`src/rtl/asp_pkg.sv`:
```
// Shared definitions for the audio serial port.
// Assumes: the playback format codes match the play_fmt port encoding.
package asp_pkg;
    typedef enum logic [1:0] {
        PF_LEFT   = 2'd0,
        PF_RJ20   = 2'd1,
        PF_RJ24   = 2'd2,
        PF_I2S    = 2'd3
    } play_fmt_e;
endpackage

```
`src/rtl/asp_frame_timer.sv`:
```
// Finds bit-clock edges by oversampling and tracks the bit position in the slot.
// Assumes: bick and lrck are synchronous to clk and each stays at a level for at
// least one clk period; lrck changes together with a falling bick.
module asp_frame_timer #(
    parameter int SLOT_W = 32,
    localparam int PW = $clog2(SLOT_W)
) (
    input  logic          clk,
    input  logic          rst_n,
    input  logic          bick,
    input  logic          lrck,
    output logic          bick_rise,
    output logic          bick_fall,
    output logic [PW-1:0] pos
);
    logic          bick_q;
    logic          lrck_r;
    logic [PW-1:0] pos_q;

    assign bick_rise = bick & ~bick_q;
    assign bick_fall = ~bick & bick_q;
    // Position of the current bit: 0 right after an lrck change, else one past the last
    assign pos = (lrck != lrck_r) ? '0 : pos_q + PW'(1);

    // Keep the previous bick and, on each rising edge, the lrck level and position
    always_ff @(posedge clk) begin
        if (!rst_n) begin
            bick_q <= 1'b0;
            lrck_r <= 1'b0;
            pos_q  <= '1;
        end else begin
            bick_q <= bick;
            if (bick_rise) begin
                lrck_r <= lrck;
                pos_q  <= pos;
            end
        end
    end
endmodule

```
`src/rtl/asp_rx_lane.sv`:
```
// One playback lane: shifts in serial data according to the playback format and
// stores a left and right sample at the end of each slot.
// Assumes: 32-position slots driven by asp_frame_timer; SHORT_W <= WORD_W <= SLOT_W.
module asp_rx_lane
    import asp_pkg::*;
#(
    parameter int WORD_W  = 24,
    parameter int SHORT_W = 20,
    parameter int SLOT_W  = 32,
    localparam int PW = $clog2(SLOT_W)
) (
    input  logic              clk,
    input  logic              rst_n,
    input  logic              bick_rise,
    input  logic [PW-1:0]     pos,
    input  logic              lrck,
    input  play_fmt_e         fmt,
    input  logic              sdin,
    output logic [WORD_W-1:0] left_q,
    output logic [WORD_W-1:0] right_q,
    output logic              valid_q
);
    localparam logic [PW:0] FIRST_RJ24 = (PW+1)'(SLOT_W - WORD_W);
    localparam logic [PW:0] FIRST_RJ20 = (PW+1)'(SLOT_W - SHORT_W);
    localparam logic [PW:0] LEN_FULL   = (PW+1)'(WORD_W);
    localparam logic [PW:0] LEN_SHORT  = (PW+1)'(SHORT_W);

    logic [WORD_W-1:0] sh_q, sh_nxt, word;
    logic [PW:0]       first, len, pos_x;
    logic              is_left, take, slot_end, have_left;

    // Decode the data window and channel for the selected format
    always_comb begin
        pos_x   = {1'b0, pos};
        is_left = (fmt == PF_I2S) ? ~lrck : lrck;
        case (fmt)
            PF_LEFT: first = '0;
            PF_I2S:  first = (PW+1)'(1);
            PF_RJ24: first = FIRST_RJ24;
            default: first = FIRST_RJ20;
        endcase
        len      = (fmt == PF_RJ20) ? LEN_SHORT : LEN_FULL;
        take     = bick_rise && (pos_x >= first) && (pos_x < first + len);
        sh_nxt   = take ? {sh_q[WORD_W-2:0], sdin} : sh_q;
        word     = (fmt == PF_RJ20)
                 ? {{(WORD_W-SHORT_W){sh_nxt[SHORT_W-1]}}, sh_nxt[SHORT_W-1:0]}
                 : sh_nxt;
        slot_end = bick_rise && (pos == PW'(SLOT_W - 1));
    end

    // Shift data, store a sample at each slot end, strobe after a left/right pair
    always_ff @(posedge clk) begin
        if (!rst_n) begin
            sh_q      <= '0;
            left_q    <= '0;
            right_q   <= '0;
            have_left <= 1'b0;
            valid_q   <= 1'b0;
        end else begin
            valid_q <= 1'b0;
            sh_q    <= sh_nxt;
            if (slot_end) begin
                if (is_left) begin
                    left_q    <= word;
                    have_left <= 1'b1;
                end else begin
                    right_q   <= word;
                    valid_q   <= have_left;
                    have_left <= 1'b0;
                end
            end
        end
    end
endmodule

```
`src/rtl/asp_tx_lane.sv`:
```
// Capture serialiser: sends the capture sample of the current slot MSB first,
// left-aligned or I2S, and updates its output after each falling bick.
// Assumes: positions from asp_frame_timer; WORD_W < SLOT_W.
module asp_tx_lane #(
    parameter int WORD_W = 24,
    parameter int SLOT_W = 32,
    localparam int PW = $clog2(SLOT_W)
) (
    input  logic              clk,
    input  logic              rst_n,
    input  logic              bick_fall,
    input  logic [PW-1:0]     pos,
    input  logic              lrck,
    input  logic              i2s,
    input  logic [WORD_W-1:0] cap_left,
    input  logic [WORD_W-1:0] cap_right,
    output logic              bit_q
);
    localparam logic [PW:0] LEN = (PW+1)'(WORD_W);

    logic [WORD_W-1:0] hold_q, live, word, shl;
    logic [PW:0]       pos_x, first, off;
    logic              in_win, bit_nxt;

    // Pick the slot word and the bit for the coming position
    always_comb begin
        pos_x   = {1'b0, pos};
        live    = ((i2s ? ~lrck : lrck)) ? cap_left : cap_right;
        word    = (pos == '0) ? live : hold_q;
        first   = i2s ? (PW+1)'(1) : '0;
        off     = pos_x - first;
        in_win  = (pos_x >= first) && (off < LEN);
        shl     = word << off;
        bit_nxt = in_win & shl[WORD_W-1];
    end

    // Drive the next bit after a falling bick and latch the word at slot start
    always_ff @(posedge clk) begin
        if (!rst_n) begin
            hold_q <= '0;
            bit_q  <= 1'b0;
        end else if (bick_fall) begin
            bit_q <= bit_nxt;
            if (pos == '0) hold_q <= live;
        end
    end
endmodule

```
`src/rtl/audio_serial_port.sv`:
```
// Top of the slave audio serial port: shared frame timing, NUM_LANES playback
// lanes, one capture serialiser and the output source select.
// Assumes: the external master supplies bick/lrck with SLOT_W bits per slot.
module audio_serial_port #(
    parameter int NUM_LANES = 3,
    parameter int WORD_W    = 24,
    parameter int SHORT_W   = 20,
    parameter int SLOT_W    = 32,
    localparam int PW = $clog2(SLOT_W)
) (
    input  logic                          clk,
    input  logic                          rst_n,
    input  logic                          bick,
    input  logic                          lrck,
    input  logic [1:0]                    play_fmt,
    input  logic                          cap_fmt,
    input  logic                          src_sel,
    input  logic [NUM_LANES-1:0]          sdin,
    input  logic                          aux_in,
    input  logic [WORD_W-1:0]             cap_left,
    input  logic [WORD_W-1:0]             cap_right,
    output logic                          sdout,
    output logic [NUM_LANES*WORD_W-1:0]   play_left,
    output logic [NUM_LANES*WORD_W-1:0]   play_right,
    output logic [NUM_LANES-1:0]          play_valid
);
    logic          bick_rise, bick_fall, tx_bit;
    logic [PW-1:0] pos;

    asp_frame_timer #(.SLOT_W(SLOT_W)) u_timer (
        .clk       (clk),
        .rst_n     (rst_n),
        .bick      (bick),
        .lrck      (lrck),
        .bick_rise (bick_rise),
        .bick_fall (bick_fall),
        .pos       (pos)
    );

    for (genvar k = 0; k < NUM_LANES; k++) begin : g_lane
        asp_rx_lane #(.WORD_W(WORD_W), .SHORT_W(SHORT_W), .SLOT_W(SLOT_W)) u_rx (
            .clk       (clk),
            .rst_n     (rst_n),
            .bick_rise (bick_rise),
            .pos       (pos),
            .lrck      (lrck),
            .fmt       (asp_pkg::play_fmt_e'(play_fmt)),
            .sdin      (sdin[k]),
            .left_q    (play_left[k*WORD_W +: WORD_W]),
            .right_q   (play_right[k*WORD_W +: WORD_W]),
            .valid_q   (play_valid[k])
        );
    end

    asp_tx_lane #(.WORD_W(WORD_W), .SLOT_W(SLOT_W)) u_tx (
        .clk       (clk),
        .rst_n     (rst_n),
        .bick_fall (bick_fall),
        .pos       (pos),
        .lrck      (lrck),
        .i2s       (cap_fmt),
        .cap_left  (cap_left),
        .cap_right (cap_right),
        .bit_q     (tx_bit)
    );

    // Output lane: auxiliary pass-through or internal capture stream
    assign sdout = src_sel ? aux_in : tx_bit;
endmodule

```
`config.mk`:
```
export PLATFORM = sky130hd
export DESIGN_NAME = audio_serial_port
export DESIGN_NICKNAME = d
export VERILOG_FILES = /design/src/rtl/asp_pkg.sv /design/src/rtl/asp_frame_timer.sv /design/src/rtl/asp_rx_lane.sv /design/src/rtl/asp_tx_lane.sv /design/src/rtl/audio_serial_port.sv
export SDC_FILE = /design/constraint.sdc
export NUM_CORES = 1
export LEC_CHECK = 0
export BUFFER_PORTS_ARGS = -buffer_cell sky130_fd_sc_hd__buf_2
export CAP_MARGIN = 20
export CORE_AREA = 2 2 155 157
export CTS_CLUSTER_SIZE = 28
export DETAILED_ROUTE_END_ITERATION = 6
export DIE_AREA = 0 0 157 159
export GPL_ROUTABILITY_DRIVEN = 0
export PLACE_DENSITY = 0.66
export SYNTH_ARGS = -nofsm -noshare
export SYNTH_HDL_FRONTEND = slang
export SYNTH_SLANG_ARGS = --single-unit
```
`constraint.sdc`:
```
create_clock -name clk -period 3.4 [get_ports clk]
set_input_delay 0.34 -clock clk [delete_from_list [all_inputs] [get_ports clk]]
set_output_delay 0.34 -clock clk [all_outputs]
set_load 0.02 [all_outputs]
```
== Word-level counts from Yosys, hierarchy flattened ==
Index checks and enable logic that the tools add are counted.
Storage, ports and cells
  register bits: 250
  word-level logic and storage cells: 63
  output and inout port bits: 148
Cells by class
  shift-type cells: 1
  multiplexer cells: 16
  add/sub/neg operators: 3
  $lt $le $gt $ge: 4
  equal/unequal tests: 5
  bitwise operators: 9
  reductions and logical operators: 9
Operator list (count)
  2-to-1 mux 24 bit: 8
  left shift 24 x 6 -> 24 bit: 1
  >= comparator 5 x 6 -> 1 bit: 2
  case mux 4 bit (3 select lines): 1
  adder 6 bit: 1
  less-than comparator 5 x 6 -> 1 bit: 1
  less-than comparator 6 x 5 -> 1 bit (second input constant): 1
  NOT 1 bit: 6
  subtractor 5 x 6 -> 6 bit: 1
  adder 5 x 1 -> 5 bit (second input constant): 1
  equality test 5 bit (second input constant): 1
  zero test 5 bit: 1
  2-to-1 mux 1 bit: 5
  2-to-1 mux 5 bit: 1
  equality test 2 bit (second input constant): 2
  logical AND 1 bit: 4
  2-to-1 mux 4 bit: 1
  AND reduction 2 bit: 2
  AND 1 bit: 3
  OR reduction 3 bit: 1
  equality test 2 x 1 -> 1 bit (second input constant): 1
  zero test 2 bit: 1
  inequality test 1 bit: 1

== Longest topological paths before layout ==
Gate-level depths: netlist of run 1.
  word-level depth: 7
  depth in mapped cells: 15
  gate-level depth less buffers: 12

== Cells and area by module ==
From an unflattened synthesis of run 1, not the netlist that was laid out.
Unflattened totals
  cell total of the unflattened synthesis: 1119
  area total of the unflattened synthesis: 10787.8 um^2
Modules (own cells, without submodules)
  asp_rx_lane: cells an instance 282, times used 3, area each 2808.9 um^2
  asp_tx_lane: cells an instance 228, times used 1, area each 1975.6 um^2
  asp_frame_timer: cells an instance 44, times used 1, area each 370.4 um^2
  audio_serial_port: cells an instance 1, times used 1, area each 15.0 um^2

== Worst setup path before layout of run 1 ==
OpenSTA, ideal clock, no wires.
  path type: input-to-reg
  start point: in lrck
  end point: reg u_tx.bit_q
  arrival time: 2697 ps
  required time: 3277 ps
  cell stages on the path: 11
  setup slack: 580 ps
  library setup time: 123 ps
  buffers on the path: 2
  cell sequence: buf_6 > xnor2_2 > nand2b_1 > ha_1 > ha_1 > clkbuf_1 > mux2i_1 > mux4_2 > or2_2 > a21oi_1 > o31ai_1
Between the ends
  cells in the longest elaborated chain, start to end: 6
  elaborated cells on any way between the ends: 13
RTL lines
  start, declared: RTL line audio_serial_port.sv:14  | input logic lrck,
  inequality test 1 bit or NOT 1 bit (tied branches): RTL line asp_frame_timer.sv:23, asp_tx_lane.sv:28
  2-to-1 mux 5 bit or 2-to-1 mux 1 bit (tied branches): RTL line asp_frame_timer.sv:23, asp_tx_lane.sv:28
  subtractor 5 x 6 -> 6 bit, or another cell as far along: RTL line asp_tx_lane.sv:31  | off = pos_x - first;
  less-than comparator 6 x 5 -> 1 bit or 2-to-1 mux 24 bit (tied branches): RTL line asp_tx_lane.sv:32, asp_tx_lane.sv:29
  logical AND 1 bit or left shift 24 x 6 -> 24 bit (tied branches): RTL line asp_tx_lane.sv:32, asp_tx_lane.sv:33
  AND 1 bit *: RTL line asp_tx_lane.sv:34  | bit_nxt = in_win & shl[WORD_W-1];
  end signal, assigned: RTL line asp_tx_lane.sv:43  | bit_q <= bit_nxt;
  end, declared: RTL line asp_tx_lane.sv:17  | output logic bit_q
Every way passes the cells marked *; elsewhere a longest branch is shown, timed or not.
A chain may end at the register's enable or synchronous reset.

== Worst setup path after layout of run 1 ==
  start point: reg u_timer.pos_q[0]
  end point: reg g_lane[1].u_rx.right_q[22]
Between the ends
  cells in the longest elaborated chain, start to end: 7
  elaborated cells on any way between the ends: 11
RTL lines
  start, declared: RTL line asp_frame_timer.sv:18  | logic [PW-1:0] pos_q;
  start signal, assigned: RTL line asp_frame_timer.sv:35  | pos_q <= pos;
  adder 5 x 1 -> 5 bit *: RTL line asp_frame_timer.sv:23  | assign pos = (lrck != lrck_r) ? '0 : pos_q + PW'(1);
  2-to-1 mux 5 bit *: RTL line asp_frame_timer.sv:23
  net g_lane[0].u_rx.pos[2]: RTL line asp_rx_lane.sv:15  | input logic [PW-1:0] pos,
  >= comparator 5 x 6 -> 1 bit: RTL line asp_rx_lane.sv:43  | take = bick_rise && (pos_x >= first) && (pos_x < first + len);
  logical AND 1 bit (2 in a row): RTL line asp_rx_lane.sv:43
  2-to-1 mux 24 bit: RTL line asp_rx_lane.sv:44  | sh_nxt = take ? {sh_q[WORD_W-2:0], sdin} : sh_q;
  2-to-1 mux 24 bit: RTL line asp_rx_lane.sv:46  | ? {{(WORD_W-SHORT_W){sh_nxt[SHORT_W-1]}}, sh_nxt[SHORT_W-1:0]}
  end signal, assigned: RTL line asp_rx_lane.sv:67  | right_q <= word;
  end, declared: RTL line asp_rx_lane.sv:20  | output logic [WORD_W-1:0] right_q,
Mark *: on every way through the listed nets, which the timed path passes. The rest lies on a longest branch.

==> results of run 1 <==
-- cell families (layout without fill, tap and decap cells) --
group / count (synthesis) / after routing / share of synthesized area [%]
muxes: 115 / 115 / 11.8
and+or+nand+nor: 320 / 320 / 14.3
xor gates and xnor gates: 11 / 11 / 1.19
adders and majority gates: 9 / 9 / 1.09
AOI/OAI and AO/OA: 210 / 210 / 18.4
DFF: 250 / 250 / 48.6
buffers and inverters: 92 / 277 / 4.66
-- critical path: cells and delay by family, from the launching register on --
| family | cells | cell delay (ns) |
|---|---|---|
| buffers and inverters | 2 | 0.38 |
| AO/OA/AOI/OAI | 5 | 0.81 |
| flip-flops | 1 | 0.43 |
| adder cells (fa/ha/maj) | 2 | 0.45 |
| AND/OR/NAND/NOR | 2 | 0.30 |
| multiplexers | 1 | 0.41 |
| XOR/XNOR | 1 | 0.26 |
-- layer usage --
layer  up-vias  track usage, %  wire length, microns
met5         -               0                     0
met4         0            4.17                   352
met3        28            4.11                  1380
met2       151            29.5                 10600
met1      3676            22.8                 10500
li1       3895               -                     -
-- flip-flops by register name (all words and copies together) (netlist names) --
name                   flops
u_tx.bit_q                 1
u_timer.bick_q             1
g_lane.u_rx.left_q        72
u_timer.lrck_r             1
g_lane.u_rx.sh_q          72
g_lane.u_rx.right_q       72
u_timer.pos_q              5
g_lane.u_rx.have_left      1
u_tx.hold_q               24
g_lane.u_rx.valid_q        1
-- power by group through the flow --
stage | combinational (mW) | sequential, mW | clock, mW
finish | 0.654 | 2.98 | 2.81
global route | 0.716 | 2.98 | 3.01
CTS | 0.650 | 2.98 | 2.90
detailed placement | 0.648 | 3.04 | 0
global placement | 0.642 | 3.04 | 0
floorplan | 0.528 | 3.05 | 0
-- cells in the final DEF, fill, tap and decap left out, types with 3 or more instances in the layout --
master	synthesis	layout
o211a_1	144	144
o21ai_0	8	8
inv_1	4	4
and2_1	7	6
xnor2_1	4	4
xor2_1	5	5
nor3_1	4	4
mux2_2	9	9
nor2_1	27	26
a21oi_1	10	10
o22ai_1	4	4
clkinv_2	0	5
mux4_2	4	4
buf_4	5	14
buf_2	28	206
a31oi_1	3	3
nand2_1	180	180
clkbuf_16	0	27
dfxtp_1	250	250
a211oi_1	16	16
buf_12	1	4
o211ai_1	6	6
nand3_1	13	13
clkbuf_1	42	5
nor2b_1	73	73
o21ai_2	0	3
nand2b_1	4	4
ha_1	9	9
clkbuf_8	0	7
mux2i_1	102	102
-- worst paths after layout --
kind,endpoint,slack [ns]
max,g_lane[1].u_rx.right_q[22],0.19
min,u_timer.bick_q,0.06
max reg2reg,g_lane[1].u_rx.right_q[22],0.19
min reg2reg,g_lane[2].u_rx.left_q[23],0.47
-- area by class of cell --
class,count,area share [%]
Inverter,5,0.152
Clock buffer,39,6.40
Tap cell,319,3.23
Sequential cell,250,40.5
Multi-Input combinational cell,665,39.1
Clock inverter,7,0.516
Timing Repair Buffer,226,10.2
-- what timing repair did --
| item | in CTS | in global routing |
|---|---|---|
| setup endpoints to repair | 0 | 18 |
| hold endpoints to repair | 0 | 0 |
| resized for setup | 0 | 5 |
==> run summary, run 1 <==
Status = finished clean
Maximum vdd drop = 285 uV
Sw Pwr = 1.52 mW
Die Height = 159 microns
Cell mode on critical path = ha_1
Number of global-route vias before repair = 7294
Routed vias/inst = 5.13
Critical-path top delay cell = dfxtp_1
Final Max Tran Viols = 0
CP max FO = 53
R2r worst-path depth = 13
Hold Path Origin = bick
Post-route cell area = 12400 sq um
Number of synthesized flops with an enable pin = 0
Final hold vios = 0
Avg Synthesized Cell Area = 10.2 sq um
Root buf cell = clkbuf_16
Number of standard cells in the final layout excluding fillers = 1511
Synth Cell Area = 10300 sq um
Library cells used by synthesis = 54
Dpl cells = 1465
Grt total ovfl = 0
RSZ-0062 raised after global routing = yes
Share of cells above drive strength 1 = 24.6%
WP data arrival = 3.61 ns
Vias = 7750
Fill cells = 2142
Fin crit share = 94.4%
Area occupied by multi-input gates = 4830 sq um
Post-DP HPWL = 15.1 mm
Clk pin slew, worst setup/hold paths = 0.06 ns
Most frequent cells after synthesis = dfxtp_1 (250), nand2_1 (180), o211a_1 (144), mux2i_1 (102), nor2b_1 (73)
Cell with the most instances after synthesis = dfxtp_1
Hold path depth = 2
Leakage = 7.21 nW
Cells after Synth = 1007
Iter 0 DRT Violations = 360
GRT Overall Usage = 17.6%
Largest net degree at the start of global routing = 90
Power share of the combinational group = 10.2%
Setup Skew = 0.00895 ns
Crit path from = u_timer.pos_q[0]
CTS tree = built
Final worst slack = 0.191 ns
P_int = 4.92 mW
Initial antenna violation count = 0
Rel. slew slack = 56.5%
First-pass DRT Iterations = 5
Site row count = 56
Final min period = 3.21 ns
Final hold slack = 0.0595 ns
IO Port Bufs = 207
Primary FF master, synth = dfxtp_1
Number of max-cap violations = 0
Finish-stage setup viols = 0
Worst Hold Class = in2reg
Clock Path Buffers = 3
Tightest Pin Transition = 0.652 ns
Cts hold-fix bufs = 0
Area delta synth->final = 20.1%
Core area = 23200 sq um
WL per Instance = 15.1 microns
Fin nets = 1244
Initial Utilization = 44.4%
Drt total wl = 22.8 mm
Crit path largest cell delay = 0.43 ns
Overall Power = 6.44 mW
Placed Instance Area = 11500 sq um
DRT antenna net count = 0
Final core occ = 53.3%
Largest cells by area after synthesis = dfxtp_1 (49%), o211a_1 (14%), mux2i_1 (9.9%)
First-pass GRT wire length = 36.7 mm
Flop pwr share = 46.3%
CTS H-tree depth = 1
Pre-CTS setup slack = 0.135 ns
# clock sinks = 250
Reg2Reg Launch Point = u_timer.pos_q[0]
Yosys warning count = 0
Post-Route Setup TNS = 0 ns
Clk_lat worst skew = 0.53 ns
Worst EP required = 3.80 ns
Post-CTS Setup Inserts = 0
Ys async rst share = 0%
Synth area leader = dfxtp_1
Critical path class = reg2reg
Storage cell area = 5000 sq um
Crit end category = flip-flop
Post-Syn Nets = 1076
Max Freq = 312 MHz
Die X = 157 microns
CTS Buf Count = 27
CP startpoint kind = flip-flop
Sw Ratio = 23.6%
Pwr dens = 521 nW/um^2
Antenna diode count = 0
Full die area = 25000 sq um
Top-level I/O count = 208
Clock power share = 43.6%
Drt drc = 0
Seq cells post-synth = 250
Yosys top cell area share = 48.6%
Crit path cell chain = ha_1, xor2_1, nand2_2, inv_1, ha_1, o21ai_0, a31oi_1, nor3_1, a311o_2, buf_16, mux2_2, o21ai_1, a211oi_1
Register area share after synthesis = 48.6%
Note: power is estimated with default switching activity, not from simulation.
==> run 2, diff against run 1 <==
Settings changed: ABC_AREA set to 1, CORE_AREA 2 2 155 157 to 2 2 156 158, DIE_AREA 0 0 157 159 to 0 0 158 160, PLACE_DENSITY 0.66 to 0.67.
==> run summary, run 2 <==
Fin crit share = 86.6%
Crit-path leading delay family = simple AND/OR/NAND/NOR gates
Worst EP required = 3.83 ns
Primary FF master, synth = dfxtp_1
Pre-CTS setup slack = 0.463 ns
Initial Utilization = 44.1%
Largest cells by area after synthesis = dfxtp_1 (48%), nand2_1 (10%), inv_1 (7.6%)
Final min period = 2.94 ns
Drt drc = 0
Synth Cell Area = 10500 sq um
Drt total wl = 24.5 mm
Routed vias/inst = 4.76
Overall Power = 6.99 mW
Share of cells above drive strength 1 = 22.5%
Final Max Tran Viols = 0
Vias = 8944
Antenna diode count = 0
Critical-path top delay cell = buf_4
Initial antenna violation count = 0
Final hold vios = 0
Top Registers = g_lane.u_rx.left_q x72, g_lane.u_rx.right_q x72, g_lane.u_rx.sh_q x72
First-pass DRT Iterations = 5
Commonest non-fill, non-tap cell in the layout = nand2_1
Synth Area in XOR/XNOR = 0.501%
Status = finished clean
Post-CTS Setup Inserts = 0
Tightest Pin Transition = 0.956 ns
RSZ-0062 raised after global routing = no
First-pass GRT wire length = 40.4 mm
Dpl cells = 1831
Yosys warning count = 0
Leakage = 6.36 nW
Ys async rst share = 0%
Critical path class = reg2reg
Root buf cell = clkbuf_16
CP startpoint kind = flip-flop
Site row count = 57
CTS Buf Count = 26
# clock sinks = 250
Multiplexer share of the synthesized area = 0.107%
Post-CTS sizing = 0
Number of synthesized flops with an enable pin = 0
Die X = 158 microns
Worst Hold Class = in2reg
Register area share after synthesis = 47.7%
Largest net degree at the start of global routing = 88
Yosys top cell area share = 47.7%
Synth area leader = dfxtp_1
Fill cells = 2330
Cts hold-fix bufs = 1
Rel. slew slack = 36.3%
Seq cells post-synth = 250
CTS H-tree depth = 1
Storage cell area = 5000 sq um
Number of global-route vias before repair = 8296
Core area = 23800 sq um
Cell with the most instances after synthesis = nand2_1
Most frequent cells after synthesis = nand2_1 (282), dfxtp_1 (250), inv_1 (213), nor2_1 (108), o21ai_0 (76)
Cells after Synth = 1362
Die Height = 160 microns
Fin nets = 1605
DRT antenna net count = 0
Crit path largest cell delay = 0.45 ns
Post-DP HPWL = 16.0 mm
WL per Instance = 13.0 microns
Post-route cell area = 12600 sq um
IO Port Bufs = 207
Crit path cell chain = ha_1, xor2_1, nand2_2, inv_1, ha_1, nand4_1, o2111ai_1, nand3_4, buf_4, nor2_1, a21oi_2, nand2_1, o211ai_1, inv_1
Crit end category = flip-flop
Library cells used by synthesis = 40
Post-Syn Nets = 1431
Full die area = 25300 sq um
CTS tree = built
Area occupied by multi-input gates = 4220 sq um
Post-Route Setup TNS = 0 ns
Main combinational cell family by area after synthesis = compound AO/OA/AOI/OAI gates
Final worst slack = 0.456 ns
Avg Synthesized Cell Area = 7.71 sq um
Placed Instance Area = 11700 sq um
Clk pin slew, worst setup/hold paths = 0.06 ns
Post-synthesis adder-cell area fraction = 1.07%
Setup Skew = 0.0148 ns
Iter 0 DRT Violations = 484
Synth Area in Compound Gates = 19.3%
Max Freq = 340 MHz
Finish-stage setup viols = 0
WP data arrival = 3.37 ns
Clk_lat worst skew = 0.53 ns
CP max FO = 36
GRT Overall Usage = 19.3%
Top-level I/O count = 208
Most frequent cells in the layout = nand2_1 (282), dfxtp_1 (250), inv_1 (212)
Number of max-cap violations = 0
Maximum vdd drop = 353 uV
Simple-gate share of the synthesized area = 19.2%
Area delta synth->final = 19.6%
Pwr dens = 557 nW/um^2
Clock Path Buffers = 3
Number of standard cells in the final layout excluding fillers = 1878
Grt total ovfl = 0
Crit path buffers/inverters = 3
## run 2: cell count changes after synthesis, sizes merged, moves of 16 or more
cell | before | now
o211ai | 6 | 76
nor2b | 73 | 0
a211oi | 16 | 0
a21oi | 10 | 42
mux2i | 102 | 0
nand2 | 182 | 288
o211a | 144 | 0
o21ai | 12 | 164
inv | 4 | 218
nor2 | 27 | 110
nand3 | 13 | 66
## run 2: report_power, final
part | internal, mW | switching (mW) | leakage, nW | total [mW]
Combinational | 0.357 | 0.729 | 3.92 | 1.09
Clock | 1.64 | 1.16 | 0.412 | 2.80
Sequential | 3.06 | 0.0564 | 2.03 | 3.11
Total | 5.05 | 1.95 | 6.36 | 6.99
## run 2: routing by layer
metal	routed length [microns]	GRT usage, %
met3	1520	3.36
met4	344	4.26
met1	11600	26.3
met2	11000	31.9
met5	0	0
## run 2: path summary, 6_finish.rpt
check / endpoint / from / depth (start not counted) / slack (ns)
worst max-delay path: g_lane[2].u_rx.left_q[7] / u_timer.pos_q[0] / 14 / 0.46
worst min-delay path: g_lane[1].u_rx.sh_q[0] / sdin[1] / 3 / 0.09
worst max register to register: g_lane[2].u_rx.left_q[7] / u_timer.pos_q[0] / 14 / 0.46
worst min register to register: g_lane[0].u_rx.valid_q / g_lane[1].u_rx.have_left / 2 / 0.44
## run 2: per-stage QoR
| stage | utilization, % | hold slack, ns |
|---|---|---|
| after floorplan | - | 0.416 |
| after global placement | 49.1 | 0.427 |
| after detailed placement | 49.1 | 0.435 |
| after CTS | 52.7 | 0.0719 |
| after global routing | 52.7 | 0.0870 |
| final | 52.7 | 0.0868 |
## run 2: worst min-delay path, delay by kind of cell
kind | cells | cell delay, ns
simple gates | 1 | 0.08
compound gates | 1 | 0.07
buf+inv | 1 | 0.09
## run 2: logic make-up after synthesis
group                    count (synthesis)
AO/OA/AOI/OAI                          310
adder cells (fa/ha/maj)                  9
AND/OR/NAND/NOR                        484
flip-flops                             250
XOR/XNOR                                 6
buffers and inverters                  302
multiplexers                             1
## run 2: final cells by class
class	instances	area share (%)
timing repair buffer	229	10.0
tap	324	3.23
inverter	219	6.58
multi-input combinational	810	33.6
clock inverter	6	0.548
clock buffer	40	6.16
sequential	250	39.9
